### src/rtl/lmSeqPkg.sv
package lmSeqPkg;

  typedef enum logic {
    SEQ_IDLE = 1'b0,
    SEQ_RUN  = 1'b1
  } seqState_t;

  // strobes from control to datapath
  typedef struct packed {
    logic load;     // capture a newly accepted instruction
    logic advance;  // current step transferred, move to next set bit
  } seqStrobes_t;

endpackage

### src/rtl/lmSeqCtrl.sv
module lmSeqCtrl
  import lmSeqPkg::*;
(
  input  logic        clk,
  input  logic        rstN,
  input  logic        inValid,
  input  logic        inMaskZero,
  input  logic        lastStep,
  input  logic        memReady,
  input  logic        robReady,
  output logic        inReady,
  output logic        stepValid,
  output logic        done,
  output seqStrobes_t strobes
);

  seqState_t state;
  seqState_t stateNext;
  logic      accept;
  logic      fire;
  logic      doneQ;

  assign inReady   = (state == SEQ_IDLE);
  assign stepValid = (state == SEQ_RUN);
  assign accept    = inValid && inReady;
  // both downstream ports must take the step together
  assign fire      = stepValid && memReady && robReady;

  assign strobes.load    = accept;
  assign strobes.advance = fire;

  always_comb begin
    stateNext = state;
    unique case (state)
      SEQ_IDLE: if (accept && !inMaskZero) stateNext = SEQ_RUN;
      SEQ_RUN:  if (fire && lastStep)      stateNext = SEQ_IDLE;
      default:                             stateNext = SEQ_IDLE;
    endcase
  end

  always_ff @(posedge clk) begin
    if (!rstN) begin
      state <= SEQ_IDLE;
      doneQ <= 1'b0;
    end else begin
      state <= stateNext;
      doneQ <= (accept && inMaskZero) || (fire && lastStep);
    end
  end

  assign done = doneQ;

endmodule

### src/rtl/lmSeqDatapath.sv
module lmSeqDatapath
  import lmSeqPkg::*;
#(
  parameter int MASK_W     = 16,
  parameter int ADDR_W     = 32,
  parameter int STEP_BYTES = 4,
  localparam int IDX_W     = $clog2(MASK_W)
) (
  input  logic              clk,
  input  logic              rstN,
  input  seqStrobes_t       strobes,
  input  logic [MASK_W-1:0] inMask,
  input  logic [IDX_W-1:0]  inBaseIdx,
  input  logic [ADDR_W-1:0] inBaseAddr,
  output logic [ADDR_W-1:0] stepAddr,
  output logic [IDX_W-1:0]  stepBaseIdx,
  output logic [IDX_W-1:0]  stepDestIdx,
  output logic              stepWritesPc,
  output logic              lastStep
);

  localparam logic [IDX_W-1:0]  PC_IDX   = IDX_W'(MASK_W - 1);
  localparam logic [ADDR_W-1:0] ADDR_INC = ADDR_W'(STEP_BYTES);

  logic [MASK_W-1:0] remMask;
  logic [MASK_W-1:0] nextMask;
  logic [MASK_W-1:0] firstHot;
  logic [MASK_W:0]   anyBelow;
  logic [ADDR_W-1:0] curAddr;
  logic [IDX_W-1:0]  baseIdxQ;

  // prefix chain that isolates the lowest remaining set bit
  assign anyBelow[0] = 1'b0;
  for (genvar b = 0; b < MASK_W; b++) begin : g_pick
    assign firstHot[b]   = remMask[b] && !anyBelow[b];
    assign anyBelow[b+1] = anyBelow[b] || remMask[b];
  end

  always_comb begin
    stepDestIdx = '0;
    for (int b = 0; b < MASK_W; b++) begin
      if (firstHot[b]) stepDestIdx = stepDestIdx | IDX_W'(b);
    end
  end

  assign nextMask     = remMask & ~firstHot;
  assign lastStep     = (nextMask == '0);
  assign stepWritesPc = (stepDestIdx == PC_IDX);
  assign stepAddr     = curAddr;
  assign stepBaseIdx  = baseIdxQ;

  always_ff @(posedge clk) begin
    if (!rstN) begin
      remMask  <= '0;
      curAddr  <= '0;
      baseIdxQ <= '0;
    end else if (strobes.load) begin
      remMask  <= inMask;
      curAddr  <= inBaseAddr;
      baseIdxQ <= inBaseIdx;
    end else if (strobes.advance) begin
      remMask  <= nextMask;
      curAddr  <= curAddr + ADDR_INC;
    end
  end

endmodule

### src/rtl/lmSeqTop.sv
module lmSeqTop
  import lmSeqPkg::*;
#(
  parameter int MASK_W     = 16,
  parameter int ADDR_W     = 32,
  parameter int STEP_BYTES = 4,
  localparam int IDX_W     = $clog2(MASK_W)
) (
  input  logic              clk,
  input  logic              rstN,
  input  logic              inValid,
  output logic              inReady,
  input  logic [MASK_W-1:0] inMask,
  input  logic [IDX_W-1:0]  inBaseIdx,
  input  logic [ADDR_W-1:0] inBaseAddr,
  output logic              memValid,
  input  logic              memReady,
  output logic [ADDR_W-1:0] memAddr,
  output logic [IDX_W-1:0]  memBaseIdx,
  output logic [IDX_W-1:0]  memDestIdx,
  output logic              memWritesPc,
  output logic              robValid,
  input  logic              robReady,
  output logic              done
);

  seqStrobes_t strobes;
  logic        lastStep;
  logic        stepValid;

  lmSeqCtrl i_ctrl (
    .clk        (clk),
    .rstN       (rstN),
    .inValid    (inValid),
    .inMaskZero (inMask == '0),
    .lastStep   (lastStep),
    .memReady   (memReady),
    .robReady   (robReady),
    .inReady    (inReady),
    .stepValid  (stepValid),
    .done       (done),
    .strobes    (strobes)
  );

  lmSeqDatapath #(
    .MASK_W     (MASK_W),
    .ADDR_W     (ADDR_W),
    .STEP_BYTES (STEP_BYTES)
  ) i_dp (
    .clk          (clk),
    .rstN         (rstN),
    .strobes      (strobes),
    .inMask       (inMask),
    .inBaseIdx    (inBaseIdx),
    .inBaseAddr   (inBaseAddr),
    .stepAddr     (memAddr),
    .stepBaseIdx  (memBaseIdx),
    .stepDestIdx  (memDestIdx),
    .stepWritesPc (memWritesPc),
    .lastStep     (lastStep)
  );

  assign memValid = stepValid;
  assign robValid = stepValid;

endmodule

### config.mk
export PLATFORM = sky130hd
export DESIGN_NAME = lmSeqTop
export DESIGN_NICKNAME = d
export VERILOG_FILES = /design/src/rtl/lmSeqPkg.sv /design/src/rtl/lmSeqCtrl.sv /design/src/rtl/lmSeqDatapath.sv /design/src/rtl/lmSeqTop.sv
export SDC_FILE = /design/constraint.sdc
export NUM_CORES = 1
export LEC_CHECK = 0
export ABC_AREA = 1
export BUFFER_PORTS_ARGS = -buffer_cell sky130_fd_sc_hd__buf_2
export CORE_MARGIN = 5
export CORE_UTILIZATION = 35
export CTS_CLUSTER_SIZE = 12
export DETAILED_ROUTE_END_ITERATION = 12
export PLACE_DENSITY = 0.69
export RECOVER_POWER = 50
export SYNTH_ARGS = -nofsm -noshare
export SYNTH_HDL_FRONTEND = slang
export SYNTH_SLANG_ARGS = --single-unit
### constraint.sdc
create_clock -name clk -period 2.8 [get_ports clk]
set_clock_uncertainty 0.2 [all_clocks]
set_input_delay 0 -clock clk [delete_from_list [all_inputs] [get_ports clk]]
set_output_delay 0 -clock clk [all_outputs]
set_load 0.005 [all_outputs]
# == Word-level counts from Yosys, hierarchy flattened ==
# Cells that the tools add are included.
# word_totals
word_cells,87
reg_bits,54
# op_classes
n_addsub,1
n_mux,22
n_eq_ne,1
reduce_logical,55
bitwise,3
# op_table
op,count
2-to-1 mux 32 bit,2
adder 32 x 3 -> 32 bit (second input constant),1
zero test 16 bit,2
2-to-1 mux 16 bit,2
2-to-1 mux 4 bit,8
logical AND 1 bit,21
bitwise AND 16 bit,1
zero test 1 bit,16
inverter 16 bit,1
logical OR 1 bit,15
2-to-1 mux 3 bit,4
== test 4 bit (second input constant),1
2-to-1 mux 2 bit,2
2-to-1 mux 1 bit,3
case mux 1 bit (2 select lines),1
nonzero test 2 bit,1
inverter 1 bit,1

# == Depth between registers and ports, before layout ==
# Gate-level depths: netlist of run 1.
# logic_depth
word_depth,22
depth_mapped,12
depth_no_buf,12

# == Hierarchy ==
# A second synthesis of run 1 with hierarchy kept.
# hier_totals
hier_cells,546
hier_area_um2,3463.3
# by_module_without_submodules
module,area_each_um2,n_inst,seq_area_each_um2,cells_per_inst
lmSeqDatapath,3221.8,1,1041.0,500
lmSeqCtrl,130.1,1,40.0,18
lmSeqTop,111.4,1,0.0,28

# == Least setup slack after synthesis of run 1 ==
# No wires, ideal clock.
# synth_timing
path_kind,register to register
startpoint,register i_dp.curAddr[2] (netlist: i_dp.stepAddr[2])
endpoint,register i_dp.curAddr[24] (netlist: i_dp.stepAddr[24])
n_path_buf,0
setup_ns,0.070
setup_slack_ns,0.968
period_less_slack_ns,1.832
stages_incl_launch_ff,12
arrival_ns,1.562
required_time_ns,2.530
path_cell_list,dfxtp_1 ha_1 nand2_1 nor2_2 nand2_2 nor2_4 nand3_2 o21ai_1 inv_1 o21ai_1 o211ai_1 a21oi_1
# synth_between
elab_chain_len,3
# synth_lines
item,line,rtl
"start, declared",lmSeqDatapath.sv:29,logic [ADDR_W-1:0] curAddr;
"start signal, assigned",lmSeqDatapath.sv:59,curAddr <= inBaseAddr;
"start signal, assigned",lmSeqDatapath.sv:63,curAddr <= curAddr + ADDR_INC;
adder 32 x 3 -> 32 bit,lmSeqDatapath.sv:63,
2-to-1 mux 32 bit,lmSeqDatapath.sv:61,end else if (strobes.advance) begin
2-to-1 mux 32 bit,lmSeqDatapath.sv:57,end else if (strobes.load) begin
# Every way passes these cells. The select of a mux whose other input is x is not followed.
# A chain may end at the register's enable or synchronous reset.

# == Worst setup path in the final report of run 1 ==
# layout_timing
startpoint,register i_ctrl.state (netlist: i_ctrl.stepValid)
endpoint,register i_dp.curAddr[2] (netlist: i_dp.stepAddr[2])
# layout_between
elab_chain_len,3
word_cells_on_any_way,6
# layout_lines
item,line,rtl
"start, declared",lmSeqCtrl.sv:17,seqState_t state;
"start signal, assigned",lmSeqCtrl.sv:46,state <= stateNext;
logical AND 1 bit / inverter 1 bit (equally long branches),"lmSeqCtrl.sv:27, lmSeqCtrl.sv:23",
"logical AND 1 bit, on equally long branches","lmSeqCtrl.sv:27, lmSeqCtrl.sv:25",
nonzero test 2 bit (no line) / 2-to-1 mux 32 bit (equally long branches),n/a,
# Several ways; a longest one is shown, not always the timed one.

==> results of run 1 <==
layout by cell type, fill, tap and decap left out, types with 4 or more instances in the layout:
master / instances
a21oi_1: 25
nor3_1: 10
nand4_1: 8
a311oi_1: 4
clkbuf_8: 5
a31oi_1: 15
nand2_2: 5
dfxtp_1: 54
nand3_1: 23
a211oi_1: 6
or2_2: 4
o21ai_1: 5
o221ai_1: 5
nor4_1: 7
clkbuf_1: 29
inv_1: 44
dlygate4sd3_1: 77
nor2_2: 4
o21ai_0: 28
xor2_1: 8
buf_4: 8
o211ai_1: 7
nor2_4: 5
nand2_1: 134
nor2_1: 54
buf_2: 71
registers in the layout, summed over array words and instances, names as in the netlist:
name	count
i_ctrl.stepValid	1
i_dp.stepAddr	32
i_dp.stepBaseIdx	4
i_dp.remMask	16
i_ctrl.done	1
worst max-delay path, delay by kind of cell (launching register included):
kind | cells | cell delay, ns
AND/OR/NAND/NOR | 3 | 0.39
buffers and inverters | 5 | 1.31
flip-flops | 1 | 0.39
AO/OA/AOI/OAI | 1 | 0.17
final cells by class:
class,count,area share
Multi-Input combinational cell,387,0.4209
Clock buffer,5,0.01419
Clock inverter,2,0.002063
Tap cell,133,0.03430
Sequential cell,54,0.2229
Inverter,49,0.03792
Timing Repair Buffer,186,0.2677
kinds of logic after synthesis:
logic type	count (synthesis)	synth area share
adders and majority gates	1	0.003665
AOI/OAI and AO/OA	108	0.1976
buffers and inverters	74	0.08504
xor gates and xnor gates	11	0.02823
and+or+nand+nor	267	0.3688
DFF	54	0.3167
metrics by stage:
stage / total power [mW] / util / instances / setup slack, ns / cell area (um2)
2_1_floorplan: 1.194 / - / 515 / 0.9677 / 3413
5_1_grt: 2.017 / 0.5032 / 816 / 0.07253 / 4851
3_5_place_dp: 1.383 / 0.4190 / 732 / 0.7620 / 4039
6_report: 1.897 / 0.5032 / 816 / 0.2867 / 4851
4_1_cts: 1.917 / 0.5071 / 816 / 0.3144 / 4888
3_3_place_gp: 1.370 / 0.4190 / 732 / 0.8279 / 4039
path summary, 6_finish.rpt:
kind / startpoint / end / slack [ns]
worst max-delay path: i_ctrl.stepValid$_SDFF_PN0_ / i_dp.stepAddr[2]$_SDFFE_PN0P_ / 0.29
worst min-delay path: inValid / i_dp.stepAddr[27]$_SDFFE_PN0P_ / 0.09
worst max register to register: i_ctrl.stepValid$_SDFF_PN0_ / i_dp.stepAddr[2]$_SDFFE_PN0P_ / 0.29
worst min register to register: i_dp.stepBaseIdx[3]$_SDFFE_PN0P_ / i_dp.stepBaseIdx[3]$_SDFFE_PN0P_ / 0.29
power by group:
| group | internal, mW | switching [mW] | leakage (nW) |
|---|---|---|---|
| logic | 0.260 | 0.295 | 1.50 |
| clock network | 0.169 | 0.270 | 0.0438 |
| registers | 0.827 | 0.0758 | 0.445 |
| total | 1.26 | 0.640 | 1.99 |
routing by layer:
layer	up-vias	global-route usage	part of all wire	wire, um
met2	138	0.3508	0.49	5624
met5	-	0	0	0
met4	0	0.05230	0.018	202
met1	1865	0.2411	0.43	4889
met3	18	0.03138	0.058	657
li1	2078	-	-	-
timing repair:
| action | 4_1_cts | 5_1_grt |
|---|---|---|
| endpoints found under the hold margin | 54 | 0 |
| hold buffers | 77 | 0 |
| setup endpoints to repair | 0 | 0 |
==> results.ini, run 1 <==
[synthesis]
synth_flop_cell=dfxtp_1
syn-instance-count=515
ys_async_sr_fraction=0
synth-edff-count=0
synth_top_area_cell=dfxtp_1
synthDominantCellAreaShare=0.3167
avgSynthCellArea_um2=6.628
netlist_area_mm2=0.003413
yosysWarnings=0
ys_seq_area_frac=0.3167
synthTopCellsByArea=dfxtp_1 32%, nand2_1 15%, nor2_1 5.9%
yosys_register_bits=54
yosysMostFrequentCell=nand2_1
yosysUniqueCellTypes=46
synth_commonest_cells=134 x nand2_1, 54 x dfxtp_1, 54 x nor2_1
synthesis.nets=573

[cts]
cts_tree=done
htreeDepth=2
cts-resized-gates=0
cts.path.max_buffers=2
clock_sinks=54
cts_buffers=5
clockRootBuffer=clkbuf_8
cts_setup_buffers=0
clk_latency_ns=0.32
clk_pin_slew_ns=0.10

[setup_path]
cp-start-kind=flop
crit_chain=inv_1 -> nand2_1 -> buf_4 -> nand2_1 -> clkinv_1 -> buf_4 -> nand2_1 -> a21oi_1 -> dlygate4sd3_1
cp.required_ns=2.86
critPathSlowestCell=dlygate4sd3_1
critPathKind=reg2reg
r2r_cells=9
crit_top_cell=nand2_1
worstPathMaxFanout=36
cp-end-kind=flop
crit_arrival_ns=2.57
cpPeakStageDelay_ns=0.56

[timing]
period_needed_ns=2.513
final_hold_viol_count=0
finalSetupViolations=0
tightest_slew_ns=0.6745
maxSlewHeadroom=0.5498
final.period_utilization=0.8976
fmaxAchievable_mhz=397.9
rsz0062_at_grt=no
whs_ns=0.09000
tns_ns=0
drv_slew=0

[placed_design]
place.gp.congestion=0.8626
port_buffers=101
dp_hpwl_mm=7.924

[route]
vias=4099
drc_errors=0
post_drt_wl_per_cell_um=13.94
ant_nets=0
viasPerCell=5.023
initialDrtViolationCount=231
wl_mm=11.37
drtPass1Iterations=5

[cells_and_area]
drive_above_1_share=0.1728
final_nets=741
antenna_cells=0
seq_area_mm2=0.001081
multiInputGateArea_mm2=0.002042
syn2layout_area_growth_pct=42.12
fill_cells=997

[global_route]
overflow=0
grt_pass1_wl_mm=18.82
grt_pass1_vias=4048
grt_antenna_before_repair=0
grt_max_degree=37
track_usage=0.1952

[die]
start_util=0.3541
core_area_mm2=0.009639
die_w_um=108.8
rows=36
die_h_um=108.8
dieArea_mm2=0.01183
ioPinCount=102

[pwr]
p_leak_nw=1.991
power_density_mw_per_mm2=391.0
ir_drop_mv=0.2130

[worst_hold_path]
whs_path_depth=5
hold_class=in2reg

[flow_run]
max_cap_viol_count=0

[outcome]
status=completed

Power figures use the tool's default switching activity.
==> run 2, diff against run 1 <==
SYNTH_HIERARCHICAL = 1   (was not set)
==> run 2 against run 1 <==
Sequential power fell by 0.8%; wire length is 0.91% lower; sequential share of layout area decreased by 0.10 points; clock power increased by 20%.
==> results.ini, run 2 <==
[outcome]
status=completed

[setup_path]
r2r_slack_ns=0.16  ; -0.13 ns
cp.required_ns=2.81  ; -0.05 ns
cp-end-kind=flop
r2r-end=i_ctrl/stepValid$_SDFF_PN0_
cp-start-kind=flop
crit_chain=nor2_4 -> nand4_1 -> inv_1 -> nand3_1 -> nand2_1 -> nand4_1 -> nor2_1 -> nand3_1 -> nor2_1 -> inv_1 -> o21bai_1 -> dlygate4sd3_1 -> a21oi_1
worstPathMaxFanout=6  ; -83%
r2r-start=i_dp/remMask[1]$_SDFFE_PN0N_
r2r_cells=13  ; +4
critPathSlowestCell=dlygate4sd3_1
critical_path.top_delay_family=simple AND/OR/NAND/NOR gates
cpPeakStageDelay_ns=0.56  ; about the same
crit_arrival_ns=2.65  ; +0.08 ns
crit_buf_inv=3  ; -2
critPathKind=reg2reg

[synthesis]
synth-edff-count=0  ; unchanged
yosysUniqueCellTypes=35  ; -24%
yosysWarnings=6  ; +6
ys_seq_area_frac=0.3121  ; -0.004577
synthesis.nets=604  ; +5.4%
synthDominantCellAreaShare=0.3121  ; -0.004577
synth_commonest_cells=163 x nand2_1, 60 x nor2_1, 57 x inv_1
netlist_area_mm2=0.003463  ; +1.5%
ys_async_sr_fraction=0  ; unchanged
synth_flop_cell=dfxtp_1
yosys_register_bits=54  ; unchanged
synth_top_area_cell=dfxtp_1
syn-instance-count=546  ; +6.0%
avgSynthCellArea_um2=6.343  ; -4.3%
synthTopCellsByArea=dfxtp_1 31%, nand2_1 18%, nor2_1 6.5%
yosysMostFrequentCell=nand2_1

[worst_hold_path]
hold_start=inValid
hold_class=in2reg
min_to=i_dp/stepAddr[4]$_SDFFE_PN0N_
whs_path_depth=5  ; unchanged

[global_route]
grt_antenna_before_repair=0  ; unchanged
track_usage=0.1912  ; -0.003965
overflow=0  ; unchanged
grt_max_degree=39  ; +5.4%
grt_pass1_wl_mm=18.51  ; -1.7%
grt_pass1_vias=3972  ; -1.9%

[timing]
tns_ns=0  ; unchanged
final_hold_viol_count=0  ; unchanged
maxSlewHeadroom=0.4682  ; -0.08165
finalSetupViolations=0  ; unchanged
rsz0062_at_grt=no
tightest_slew_ns=0.7948  ; +0.1203 ns
period_needed_ns=2.641  ; +0.1272 ns
drv_slew=0  ; unchanged
fmaxAchievable_mhz=378.7  ; -4.8%
final.period_utilization=0.9430  ; +0.04543

[pwr]
p_leak_nw=2.044  ; +2.7%
power_density_mw_per_mm2=397.5  ; +1.6%
ir_drop_mv=0.2787  ; +31%

[cells_and_area]
final_common_cell=nand2_1
final_cell_mix=163 x nand2_1, 72 x dlygate4sd3_1, 69 x buf_2
fill_cells=1005  ; +0.80%
final_util=0.5021  ; -0.001187
final_nets=766  ; +3.4%
largest_register_ffs=32  ; unchanged
drive_above_1_share=0.1509  ; -0.02185
multiInputGateArea_mm2=0.002062  ; +0.98%
syn2layout_area_growth_pct=41.04
antenna_cells=0  ; unchanged
seq_area_mm2=0.001084  ; +0.23%

[placed_design]
place.gp.congestion=0.9080  ; +5.3%
port_buffers=101  ; unchanged
dp_hpwl_mm=8.145  ; +2.8%

[cts]
cts.path.max_buffers=2  ; unchanged
clockRootBuffer=clkbuf_8
cts_tree=done
clock_sinks=54  ; unchanged
cts_buffers=5  ; unchanged
clk_latency_ns=0.31  ; about the same
htreeDepth=2  ; unchanged
clk_pin_slew_ns=0.11  ; about the same

[route]
wl_mm=11.27  ; -0.91%
post_drt_wl_per_cell_um=13.38  ; -4.0%
initialDrtViolationCount=264  ; +14%
drtPass1Iterations=5  ; unchanged
drc_errors=0  ; unchanged
ant_nets=0  ; unchanged
vias=4114  ; +0.37%
viasPerCell=4.886  ; -2.7%

[die]
start_util=0.3560  ; +0.001865
rows=36  ; unchanged
die_h_um=109.5  ; +0.66%
core_area_mm2=0.009729  ; +0.93%
dieArea_mm2=0.01198  ; +1.3%
die_w_um=109.5  ; +0.66%
ioPinCount=102  ; unchanged

[flow_run]
max_cap_viol_count=0  ; unchanged

## run 2: cell types whose count changed after synthesis, moves of 5 or more
cell,delta
nor4_1,-7
inv_1,+13
nand3_1,+8
o21ai_0,-12
a211oi_1,-6
nand2_1,+29
o211ai_1,-6
nand3b_1,+5
a22oi_1,+19
nor2_1,+6
xor2_1,+6
## run 2: what timing repair did
action                                  CTS  global route
gates resized for setup                   0             3
endpoints found under the hold margin    54             0
hold buffers                             72             0
buffers inserted                          0             1
endpoints found under the setup margin    0             2
## run 2: how the worst max path moves through the flow
| stage | startpoint | endpoint | cells past startpoint |
|---|---|---|---|
| 2_1_floorplan | i_dp/remMask[0]$_SDFFE_PN0N_ | i_ctrl/stepValid$_SDFF_PN0_ | 12 |
| 3_3_place_gp | i_dp/remMask[0]$_SDFFE_PN0N_ | i_ctrl/stepValid$_SDFF_PN0_ | 12 |
| 3_5_place_dp | i_dp/remMask[0]$_SDFFE_PN0N_ | i_ctrl/stepValid$_SDFF_PN0_ | 12 |
| 4_1_cts | i_dp/remMask[0]$_SDFFE_PN0N_ | i_ctrl/stepValid$_SDFF_PN0_ | 13 |
| 5_1_grt | i_dp/remMask[6]$_SDFFE_PN0N_ | i_ctrl/stepValid$_SDFF_PN0_ | 13 |
| 6_report | i_dp/remMask[1]$_SDFFE_PN0N_ | i_ctrl/stepValid$_SDFF_PN0_ | 13 |
## run 2: layout make-up
| type | count | share of cell area |
|---|---|---|
| clock buffer | 5 | 0.01409 |
| sequential | 54 | 0.2218 |
| timing repair buffer | 178 | 0.2520 |
| clock inverter | 3 | 0.008197 |
| tap | 133 | 0.03407 |
| inverter | 62 | 0.04764 |
| multi-input combinational | 407 | 0.4221 |
## run 2: per-layer routing
| layer | vias to the layer above | part of all wire | global-route usage |
|---|---|---|---|
| met5 | - | 0 | 0 |
| met4 | 0 | 0.0033 | 0.02939 |
| met3 | 5 | 0.067 | 0.03876 |
| met2 | 146 | 0.49 | 0.3405 |
| met1 | 1858 | 0.44 | 0.2423 |
| li1 | 2105 | - | - |
## run 2: cell families (layout without fill, tap and decap cells)
| family | after synthesis | after routing | share of synthesized area |
|---|---|---|---|
| flops | 54 | 54 | 0.3121 |
| compound gates | 91 | 91 | 0.1579 |
| xor+xnor | 19 | 19 | 0.04805 |
| fa+ha+maj | 1 | 1 | 0.003612 |
| simple gates | 296 | 296 | 0.3822 |
| buf+inv | 85 | 248 | 0.09610 |
## run 2: stage by stage
step	worst slack (ns)	cell area, um2	instances	hold slack, ns	power, mW
after floorplan	0.9007	3463	546	-0.06510	1.175
after global placement	0.7437	4100	761	0.02305	1.344
after detailed placement	0.6830	4100	761	0.03216	1.354
after CTS	0.1403	4930	841	0.08656	1.967
after global routing	0.01715	4885	842	0.08749	2.074
final	0.1595	4885	842	0.1008	1.941
## run 2: worst register-to-register path, delay by kind of cell, from the launching register on
family | cells | cell delay, ns
AO/OA/AOI/OAI | 2 | 0.19
buffers and inverters | 3 | 0.73
flip-flops | 1 | 0.37
AND/OR/NAND/NOR | 8 | 1.04
## run 2: where the power goes
part / total, mW / switching, mW / internal, mW
Sequential: 0.896 / 0.0725 / 0.823
Combinational: 0.519 / 0.273 / 0.246
Clock: 0.527 / 0.263 / 0.264
==> run 3, diff against run 2 <==
BUFFER_PORTS_ARGS = not set   (was -buffer_cell sky130_fd_sc_hd__buf_2)
DONT_BUFFER_PORTS = 1   (was not set)
PLACE_DENSITY = 0.6   (was 0.69)
==> run 3 against run 2 <==
Combinational power fell by 19%; largest power group unchanged; total power is 3.5% lower; design area shrank 11%; critical path type is now in2reg; clock power is 4% higher; worst hold slack better by 0.058 ns.
==> results.ini, run 3 (same netlist as run 2, synthesis figures left out) <==
[placed_design]
place_area_mm2=0.003600  ; -12%
place.gp.congestion=0.9726  ; +7.1%
port_buffers=0  ; -100%
dp_hpwl_mm=7.918  ; -2.8%
dpl_worst_slack_ns=0.7156  ; +0.03262 ns

[cts]
cts_tree=done
cts.path.max_buffers=2  ; unchanged
cts_setup_buffers=0  ; unchanged
clockRootBuffer=clkbuf_8
clk_latency_ns=0.32  ; about the same
htreeDepth=2  ; unchanged
cts_buffers=5  ; unchanged
clock_sinks=54  ; unchanged
clk_pin_slew_ns=0.10  ; about the same

[cells_and_area]
final_common_cell=nand2_1
final_cell_mix=163 x nand2_1, 63 x dlygate4sd3_1, 58 x inv_1, 58 x nor2_1, 54 x dfxtp_1
largest_register_ffs=32  ; unchanged
antenna_cells=0  ; unchanged
drive_above_1_share=0.06645  ; -0.08447
syn2layout_area_growth_pct=25.65
design_area_mm2=0.004352  ; -11%
final_nets=659  ; -14%

[setup_path]
cp-start-kind=input port
cp-end-kind=flop
critPathKind=in2reg
crit_chain=dlygate4sd3_1 -> nand2_1 -> dlygate4sd3_1 -> nor2_4 -> inv_1 -> nor2_2 -> buf_8 -> nand2_1 -> nand3_1 -> nand2_1 -> dlygate4sd3_1 -> inv_1
cp.required_ns=2.87  ; +0.06 ns
worstPathMaxFanout=31  ; +25
crit_buf_inv=6  ; +3
critPathSlowestCell=dlygate4sd3_1
crit_arrival_ns=2.77  ; +0.12 ns
cpPeakStageDelay_ns=0.60  ; +0.04 ns
critical_path.top_delay_family=buffers and inverters

[die]
start_util=0.3560  ; unchanged
rows=36  ; unchanged
ioPinCount=102  ; unchanged
core_area_mm2=0.009729  ; unchanged
die_h_um=109.5  ; unchanged
dieArea_mm2=0.01198  ; unchanged
die_w_um=109.5  ; unchanged

[timing]
post-route-worst-setup-slack_ns=0.09907  ; -0.06040 ns
period_needed_ns=2.701  ; +0.06040 ns
drv_slew=0  ; unchanged
maxSlewHeadroom=0.6227  ; +0.1545
final.period_utilization=0.9646  ; +0.02157
finalSetupViolations=0  ; unchanged
final_hold_viol_count=0  ; unchanged
fmaxAchievable_mhz=370.2  ; -2.2%
tightest_slew_ns=0.5640  ; -0.2307 ns
whs_ns=0.1593  ; +0.05850 ns

[flow_run]
max_cap_viol_count=0  ; unchanged

[route]
viasPerCell=5.038  ; +3.1%
drc_errors=0  ; unchanged
initialDrtViolationCount=255  ; -3.4%
post_drt_wl_per_cell_um=14.86  ; +11%
vias=3703  ; -10%
drtPass1Iterations=7  ; +2
wl_mm=10.92  ; -3.1%
ant_nets=0  ; unchanged

[pwr]
power_mw=1.873  ; -3.5%
ir_drop_mv=0.2247  ; -19%
p_leak_nw=1.696  ; -17%
power_density_mw_per_mm2=430.3  ; +8.3%

[global_route]
grt_antenna_before_repair=0  ; unchanged
grt_max_degree=32  ; -18%
overflow=0  ; unchanged
grt_pass1_vias=3535  ; -11%
track_usage=0.1832  ; -0.008072
grt_pass1_wl_mm=17.31  ; -6.5%

[worst_hold_path]
hold_class=in2reg

[outcome]
status=completed

-- run 3: cell types whose count changed in the layout (fill, tap and decap cells not counted) --
| cell | previous run | this run |
|---|---|---|
| dfxtp_1 | 52 | 54 |
| buf_12 | 1 | 0 |
| buf_4 | 2 | 7 |
| clkinv_2 | 2 | 0 |
| nor2_2 | 2 | 4 |
| dlygate4sd3_1 | 72 | 63 |
| clkbuf_2 | 2 | 0 |
| dfxtp_2 | 2 | 0 |
| nor2_1 | 59 | 58 |
| clkbuf_1 | 32 | 0 |
| buf_8 | 0 | 1 |
| nor2_4 | 6 | 5 |
| buf_2 | 69 | 0 |
| clkinvlp_4 | 0 | 2 |
-- run 3: power by group --
part           internal [mW]  switching [mW]  total, mW
combinational          0.185           0.235      0.420
clock                  0.267           0.281      0.547
sequential             0.823          0.0827      0.906
total                   1.27           0.598       1.87
-- run 3: layer usage --
metal  wire length [um]  vias up  GRT usage
met2               5197      130     0.3165
met5                  0        -          0
met1               4652     1679     0.2273
met3                927       11    0.04991
li1                   -     1883          -
met4                142        0    0.04007
-- run 3: per-stage QoR --
| step | setup TNS [ns] | instances | utilization |
|---|---|---|---|
| 4_1_cts | 0 | 735 | 0.4465 |
| 3_3_place_gp | 0 | 664 | 0.3700 |
| 6_report | 0 | 735 | 0.4473 |
| 3_5_place_dp | 0 | 664 | 0.3700 |
| 5_1_grt | -0.005427 | 735 | 0.4473 |
| 2_1_floorplan | 0 | 546 | - |
-- run 3: area by class of cell --
class / count / area [um2]
clock buffers: 5 / 68.82
fillers: 1008 / 5378
multi-input cells: 407 / 2059
flip-flops and latches: 54 / 1081
clock inverters: 3 / 45.04
well taps: 133 / 166.4
repair buffers: 71 / 698.2
inverters: 62 / 232.7
-- run 3: worst reg2reg max path, delay by kind of cell, from the launching register on --
| family | cells | cell delay, ns |
|---|---|---|
| simple gates | 10 | 1.23 |
| flops | 1 | 0.39 |
| compound gates | 1 | 0.11 |
| buf+inv | 1 | 0.54 |
-- run 3: path summary, 6_finish.rpt --
check,from,endpoint,slack (ns),cells past startpoint
worst max register to register,i_dp/remMask[0]$_SDFFE_PN0N_,i_ctrl/done$_SDFF_PN0_,0.28,12
worst min register to register,i_dp/remMask[8]$_SDFFE_PN0N_,i_dp/remMask[8]$_SDFFE_PN0N_,0.30,2
worst min-delay path,inBaseIdx[2],i_dp/stepBaseIdx[2]$_SDFFE_PN0P_,0.16,3
worst max-delay path,memReady,i_dp/stepAddr[3]$_SDFFE_PN0N_,0.1,12
-- run 3: what timing repair did --
| item | 4_1_cts | 5_1_grt |
|---|---|---|
| setup endpoints to repair | 0 | 1 |
| resized for setup | 0 | 2 |
| hold buffers | 63 | 0 |
| endpoints found under the hold margin | 54 | 0 |
